**src/rtl/cwc_pkg.sv**
```systemverilog
package cwc_pkg;
  localparam int unsigned CWC_DEF_WIDTH = 32;
  localparam int unsigned CWC_DEF_BINS  = 4;
  localparam int unsigned CWC_DEF_CNT_W = 16;

  function automatic int unsigned cwc_idx_w(input int unsigned n);
    return (n > 1) ? $clog2(n) : 1;
  endfunction
endpackage

```
**src/rtl/cwc_chain_scan.sv**
```systemverilog
module cwc_chain_scan #(
  parameter int unsigned WIDTH = 32,
  parameter int unsigned WW    = 6
) (
  input  logic [WIDTH-1:0] op_a,
  input  logic [WIDTH-1:0] op_b,
  output logic [WW-1:0]    longest
);
  logic [WIDTH-1:0] gen_bit;
  logic [WIDTH-1:0] prop_bit;
  logic [WW-1:0]    run_len [WIDTH];

  assign gen_bit  = op_a & op_b;
  assign prop_bit = op_a ^ op_b;

  for (genvar i = 0; i < WIDTH; i++) begin : g_run
    if (i == 0) begin : g_lsb
      assign run_len[i] = gen_bit[i] ? WW'(1) : '0;
    end else begin : g_upper
      always_comb begin
        if (gen_bit[i]) begin
          run_len[i] = WW'(1);
        end else if (prop_bit[i] && (run_len[i-1] != '0)) begin
          run_len[i] = run_len[i-1] + WW'(1);
        end else begin
          run_len[i] = '0;
        end
      end
    end
  end

  always_comb begin
    longest = '0;
    for (int k = 0; k < WIDTH; k++) begin
      if (run_len[k] > longest) begin
        longest = run_len[k];
      end
    end
  end
endmodule

```
**src/rtl/cwc_bin_map.sv**
```systemverilog
module cwc_bin_map #(
  parameter int unsigned WIDTH    = 32,
  parameter int unsigned NUM_BINS = 4,
  parameter int unsigned WW       = 6,
  parameter int unsigned BI_W     = 2
) (
  input  logic [WW-1:0]   weight,
  output logic [BI_W-1:0] bin
);
  localparam int unsigned SPAN = (WIDTH / NUM_BINS > 0) ? WIDTH / NUM_BINS : 1;

  logic [WW-1:0] w_minus_one;
  logic [WW-1:0] raw_bin;

  assign w_minus_one = weight - WW'(1);
  assign raw_bin     = w_minus_one / WW'(SPAN);

  always_comb begin
    if (weight == '0) begin
      bin = '0;
    end else if (int'(raw_bin) >= NUM_BINS) begin
      bin = BI_W'(NUM_BINS - 1);
    end else begin
      bin = BI_W'(raw_bin);
    end
  end
endmodule

```
**src/rtl/cwc_hist_bank.sv**
```systemverilog
module cwc_hist_bank #(
  parameter int unsigned NUM_BINS = 4,
  parameter int unsigned CNT_W    = 16,
  parameter int unsigned BI_W     = 2
) (
  input  logic            clk,
  input  logic            rst_n,
  input  logic            clr,
  input  logic            inc_en,
  input  logic [BI_W-1:0] inc_bin,
  input  logic [BI_W-1:0] rd_idx,
  output logic [CNT_W-1:0] rd_count
);
  localparam logic [CNT_W-1:0] CNT_MAX = '1;

  logic [CNT_W-1:0] cnt_q [NUM_BINS];
  logic [CNT_W-1:0] cnt_d [NUM_BINS];
  logic [NUM_BINS-1:0] cnt_en;

  for (genvar k = 0; k < NUM_BINS; k++) begin : g_bin
    always_comb begin
      cnt_en[k] = 1'b0;
      cnt_d[k]  = cnt_q[k];
      if (clr) begin
        cnt_en[k] = 1'b1;
        cnt_d[k]  = '0;
      end else if (inc_en && (inc_bin == BI_W'(k)) && (cnt_q[k] != CNT_MAX)) begin
        cnt_en[k] = 1'b1;
        cnt_d[k]  = cnt_q[k] + CNT_W'(1);
      end
    end

    always_ff @(posedge clk or negedge rst_n) begin
      if (!rst_n) begin
        cnt_q[k] <= '0;
      end else if (cnt_en[k]) begin
        cnt_q[k] <= cnt_d[k];
      end
    end
  end

  always_comb begin
    rd_count = '0;
    for (int k = 0; k < NUM_BINS; k++) begin
      if (rd_idx == BI_W'(k)) begin
        rd_count = cnt_q[k];
      end
    end
  end
endmodule

```
**src/rtl/chain_weight_classifier.sv**
```systemverilog
module chain_weight_classifier
  import cwc_pkg::*;
#(
  parameter int unsigned WIDTH    = CWC_DEF_WIDTH,
  parameter int unsigned NUM_BINS = CWC_DEF_BINS,
  parameter int unsigned CNT_W    = CWC_DEF_CNT_W,
  localparam int unsigned WW      = $clog2(WIDTH + 1),
  localparam int unsigned BI_W    = cwc_idx_w(NUM_BINS)
) (
  input  logic             clk,
  input  logic             rst_n,
  input  logic             in_valid,
  input  logic [WIDTH-1:0] in_a,
  input  logic [WIDTH-1:0] in_b,
  input  logic             clr,
  input  logic [BI_W-1:0]  rd_idx,
  output logic [WW-1:0]    out_weight,
  output logic [BI_W-1:0]  out_bin,
  output logic             out_valid,
  output logic [CNT_W-1:0] rd_count
);
  logic [1:0]      rst_pipe;
  logic            rst_sync_n;
  logic [WW-1:0]   scan_weight;
  logic [BI_W-1:0] scan_bin;
  logic [WW-1:0]   weight_d;
  logic [BI_W-1:0] bin_d;
  logic            valid_d;
  logic            res_en;

  always_ff @(posedge clk or negedge rst_n) begin
    if (!rst_n) begin
      rst_pipe <= '0;
    end else begin
      rst_pipe <= {rst_pipe[0], 1'b1};
    end
  end
  assign rst_sync_n = rst_pipe[1];

  cwc_chain_scan #(
    .WIDTH (WIDTH),
    .WW    (WW)
  ) u_scan (
    .op_a    (in_a),
    .op_b    (in_b),
    .longest (scan_weight)
  );

  cwc_bin_map #(
    .WIDTH    (WIDTH),
    .NUM_BINS (NUM_BINS),
    .WW       (WW),
    .BI_W     (BI_W)
  ) u_map (
    .weight (scan_weight),
    .bin    (scan_bin)
  );

  always_comb begin
    res_en   = in_valid;
    weight_d = out_weight;
    bin_d    = out_bin;
    valid_d  = 1'b0;
    if (in_valid) begin
      weight_d = scan_weight;
      bin_d    = scan_bin;
      valid_d  = 1'b1;
    end
  end

  always_ff @(posedge clk or negedge rst_sync_n) begin
    if (!rst_sync_n) begin
      out_valid <= 1'b0;
    end else begin
      out_valid <= valid_d;
    end
  end

  always_ff @(posedge clk or negedge rst_sync_n) begin
    if (!rst_sync_n) begin
      out_weight <= '0;
      out_bin    <= '0;
    end else if (res_en) begin
      out_weight <= weight_d;
      out_bin    <= bin_d;
    end
  end

  cwc_hist_bank #(
    .NUM_BINS (NUM_BINS),
    .CNT_W    (CNT_W),
    .BI_W     (BI_W)
  ) u_hist (
    .clk      (clk),
    .rst_n    (rst_sync_n),
    .clr      (clr),
    .inc_en   (in_valid),
    .inc_bin  (scan_bin),
    .rd_idx   (rd_idx),
    .rd_count (rd_count)
  );
endmodule

```
**config.mk**
```make
export PLATFORM = sky130hd
export DESIGN_NAME = chain_weight_classifier
export DESIGN_NICKNAME = d
export VERILOG_FILES = /design/src/rtl/cwc_pkg.sv /design/src/rtl/cwc_chain_scan.sv /design/src/rtl/cwc_bin_map.sv /design/src/rtl/cwc_hist_bank.sv /design/src/rtl/chain_weight_classifier.sv
export SDC_FILE = /design/constraint.sdc
export NUM_CORES = 1
export LEC_CHECK = 0
export BUFFER_PORTS_ARGS = -buffer_cell sky130_fd_sc_hd__buf_2
export CELL_PAD_IN_SITES_DETAIL_PLACEMENT = 1
export CELL_PAD_IN_SITES_GLOBAL_PLACEMENT = 1
export CORE_MARGIN = 1
export CORE_UTILIZATION = 52
export DETAILED_ROUTE_END_ITERATION = 8
export MAX_ROUTING_LAYER = met4
export PLACE_DENSITY = 0.95
export SLEW_MARGIN = 10
export SYNTH_ARGS = -nofsm -noshare
export SYNTH_HDL_FRONTEND = slang
export SYNTH_SLANG_ARGS = --single-unit
```
**constraint.sdc**
```tcl
create_clock -name clk -period 5.6 [get_ports clk]
set_input_delay 0 -clock clk [delete_from_list [all_inputs] [get_ports clk]]
set_output_delay 0 -clock clk [all_outputs]
set_load 0.03 [all_outputs]
```
==> results.tsv, run 1 <==
metric	value	unit
start_util	52.9	%
synthFlopType	dfrtp_1	
port-buffer-count	94	
postSynthCellCount	3171	
yosys.cell_types.count	175	
num_io_pins	95	
dieHeight	214	um
synth-async-reset-ratio	100	%
hpwlAfterDp	145000	um
tool.error	[ERROR DPL-0033] detailed placement checks failed during check placement.	
status	stopped before the end	
synth_edf_count	0	
placementRows	77	
ys_ff_latch	75	
die_w	214	um
ys_warn_count	0	
seq_area_frac_synth	7.99	%
synth_top_area_share	10.6	%
syn_area	23500	um2
ys_top_cells_by_area	ha_1 (11%), dfrtp_1 (8.0%), xnor2_1 (5.2%)	
yosys.area.top_type	ha_1	
place_congestion	1.06	
syn_area_per_cell	7.40	um2
haltStage	detailed placement	
## cells in the mapped netlist, drive strengths merged, types with 36 or more instances
| cell | n |
|---|---|
| nand4 | 45 |
| inv | 198 |
| nand2 | 326 |
| or4 | 39 |
| o31ai | 37 |
| nor3 | 106 |
| xnor2 | 141 |
| nor2b | 47 |
| mux2i | 70 |
| mux2 | 62 |
| ha | 198 |
| a21oi | 167 |
| o211ai | 51 |
| buf | 51 |
| xor2 | 46 |
| a211oi | 52 |
| nor4 | 43 |
| dfrtp | 75 |
| a31oi | 40 |
| or2 | 36 |
| and2 | 57 |
| and3 | 63 |
| clkbuf | 54 |
| nand3 | 137 |
| a21o | 49 |
| nor2 | 292 |
| o21ai | 190 |
## per-stage QoR
step | instance area [um2] | setup slack (ns) | hold slack (ns) | std cells | setup TNS [ns]
global placement | 34600 | -36.23 | -0.216 | 5025 | -2594.22
floorplan | 24500 | -37.70 | -0.296 | 3173 | -2693.32
## cells by family after synthesis
group | after synthesis | share of synthesized area [%]
other | 2 | 0.0320
AND/OR/NAND/NOR | 1320 | 29.9
multiplexers | 148 | 7.66
buffers and inverters | 307 | 6.32
XOR/XNOR | 189 | 7.29
flip-flops | 75 | 7.99
adder cells (fa/ha/maj) | 204 | 10.8
AO/OA/AOI/OAI | 926 | 29.9
==> run 2, diff against run 1 <==
Settings changed: CELL_PAD_IN_SITES_DETAIL_PLACEMENT 1 to default, CELL_PAD_IN_SITES_GLOBAL_PLACEMENT 1 to default, CORE_UTILIZATION 52 to 40, MAX_ROUTING_LAYER met4 to default, PLACE_DENSITY 0.95 to default, PLACE_DENSITY_LB_ADDON from default to 0.15.
==> results.tsv, run 2 <==
metric	value	unit
status	complete, but fails checks	
violations	negative setup slack	
syn_to_final_growth	63.9	%
fillers	4870	
min_to	rst_pipe[1]	
die-area	59700	um2
path_class	input port to flop	
skew	0.00709	ns
cpMostUsedCell	ha_4	
clk_latency	0.33	ns
dp.cells	5249	
hold_viol_final	0	
core-area	57800	um2
fin_nets	4933	
seq_area_frac_synth	7.99	%
cp_data_arrival_time	43.45	ns
place_congestion	0.938	
whs_path_depth	0	
cp_slowest_stage_delay	0.54	ns
regMostFlops	u_hist.cnt_q	
grt_max_degree	92	
fin_area	38500	um2
fin_hold_ws	0.369	ns
path_delay_family	compound AO/OA/AOI/OAI gates	
fin_crit	43.24	ns
cts_tree	yes	
crit_path_start	in_b[1]	
drv_slew	0	
viasPerCell	5.69	
rr_endpoint	u_hist.cnt_q[11]	
yosys.area.top_type	ha_1	
ys_top_cells_by_area	ha_1 (11%), dfrtp_1 (8.0%), xnor2_1 (5.2%)	
dieHeight	244	um
synth_top_area_share	10.6	%
yosys.cell_types.count	175	
crit_path_max_fanout	8	
post-place-ws	-38.18	ns
clock-sinks	75	
ctsHtreeMaxLevel	3	
ff2ff_setup_slack	2.27	ns
r2r-start	u_hist.cnt_q[4]	
crit_path_end_kind	flop	
top_regs	u_hist.cnt_q: 64 flops, out_weight: 6 flops	
setup_viol_count_final	72	
antenna_found_initial	1	
hpwlAfterDp	76000	um
placementRows	88	
gr-total-overflow	0	
grt_usage	30.5	%
cts-buffers-inserted	9	
wl_per_cell	17.8	um
mostFrequentLayoutCell	buf_4	
port-buffer-count	94	
regArea	1880	um2
synth_edf_count	0	
slew_headroom	34.9	%
synth-async-reset-ratio	100	%
timing.critical_path.buf_inv	13	
final_cell_mix	buf_4 (1437), nand2_1 (279), nor2_1 (261)	
cp-start-kind	input port	
drive_above_1_share	48.8	%
drc	0	
syn_area_per_cell	7.40	um2
min_from	rst_pipe[0]	
num_vias	30900	
grt_pass1_vias	31100	
rsz0062_at_grt	true	
clockRootBuffer	clkbuf_16	
start_util	40.6	%
antenna_left	0	
firstDrtPassIters	6	
wl	96700	um
postSynthCellCount	3171	
worst_slack	-37.64	ns
period_share	772	%
drt_iter0_markers	1862	
cts.path.max_buffers	2	
synthFlopType	dfrtp_1	
grt_pass1_wl	154000	um
ys_ff_latch	75	
final_cells	5436	
largest_reg_flops	64	
ys_warn_count	0	
clk_pin_slew	0.07	ns
yosys-top-cells-count	nand2_1 (308), nor2_1 (285), ha_1 (198), inv_1 (192), a21oi_1 (147)	
fmax	23.1	MHz
tightest_slew	0.976	ns
hp-class	flop to flop	
worstPathRequired	5.81	ns
multi_input_area	22600	um2
maxCapViolCount	0	
die_w	244	um
placed_area	35100	um2
syn_area	23500	um2
yosysMostFrequentCell	nand2_1	
critPathSlowestCell	or4_4	
worstRegToRegCells	12	
num_io_pins	95	
run 2: cell counts after synthesis:
Identical to the previous run, type by type.
run 2: cells by family after synthesis:
kind of cell             synth area share (%)
other                                  0.0320
AND/OR/NAND/NOR                          29.9
multiplexers                             7.66
buffers and inverters                    6.32
flip-flops                               7.99
XOR/XNOR                                 7.29
AO/OA/AOI/OAI                            29.9
adder cells (fa/ha/maj)                  10.8
run 2: area by class of cell:
type,instances,area share [%]
clock buffer,9,0.585
inverter,201,2.00
clock inverter,7,0.195
sequential,75,4.89
antenna,1,0.00650
tap,765,2.49
multi-input combinational,2792,58.8
timing repair buffer,1586,31.0
run 2: timing repair:
action | 4_1_cts | 5_1_grt
hold buffers | 3 | 0
buffers inserted | 119 | 48
endpoints found under the hold margin | 3 | 0
gates resized for setup | 226 | 157
endpoints found under the setup margin | 72 | 72
pin swaps | 173 | 148
cloned | 3 | 1
run 2: per-layer routing:
layer	vias up	global-route usage (%)	wire [um]
met1	14800	39.6	42600
met2	953	54.7	47500
li1	14900	-	-
met4	0	7.33	2270
met5	-	0	0
met3	190	1.70	4290
run 2: worst max path at each step:
| stage | to | cells past startpoint | slack, ns |
|---|---|---|---|
| 6_report | u_hist.cnt_q[45] | 242 | -37.64 |
| 5_1_grt | u_hist.cnt_q[20] | 248 | -39.98 |
| 4_1_cts | u_hist.cnt_q[45] | 231 | -36.94 |
| 3_5_place_dp | u_hist.cnt_q[44] | 240 | -38.18 |
| 3_3_place_gp | u_hist.cnt_q[44] | 229 | -36.60 |
| 2_1_floorplan | u_hist.cnt_q[30] | 247 | -37.70 |
run 2: through the flow:
step | setup TNS (ns) | util (%)
after global placement | -2619.93 | 60.8
after CTS | -2643.95 | 64.6
after global routing | -2865.86 | 66.6
after floorplan | -2693.32 | -
after detailed placement | -2731.19 | 60.8
final | -2697.56 | 66.6
Power of run 2 is left out: the tool's default activity adds up to more than one toggle a clock period on the data nets, which glitch-free logic cannot reach.
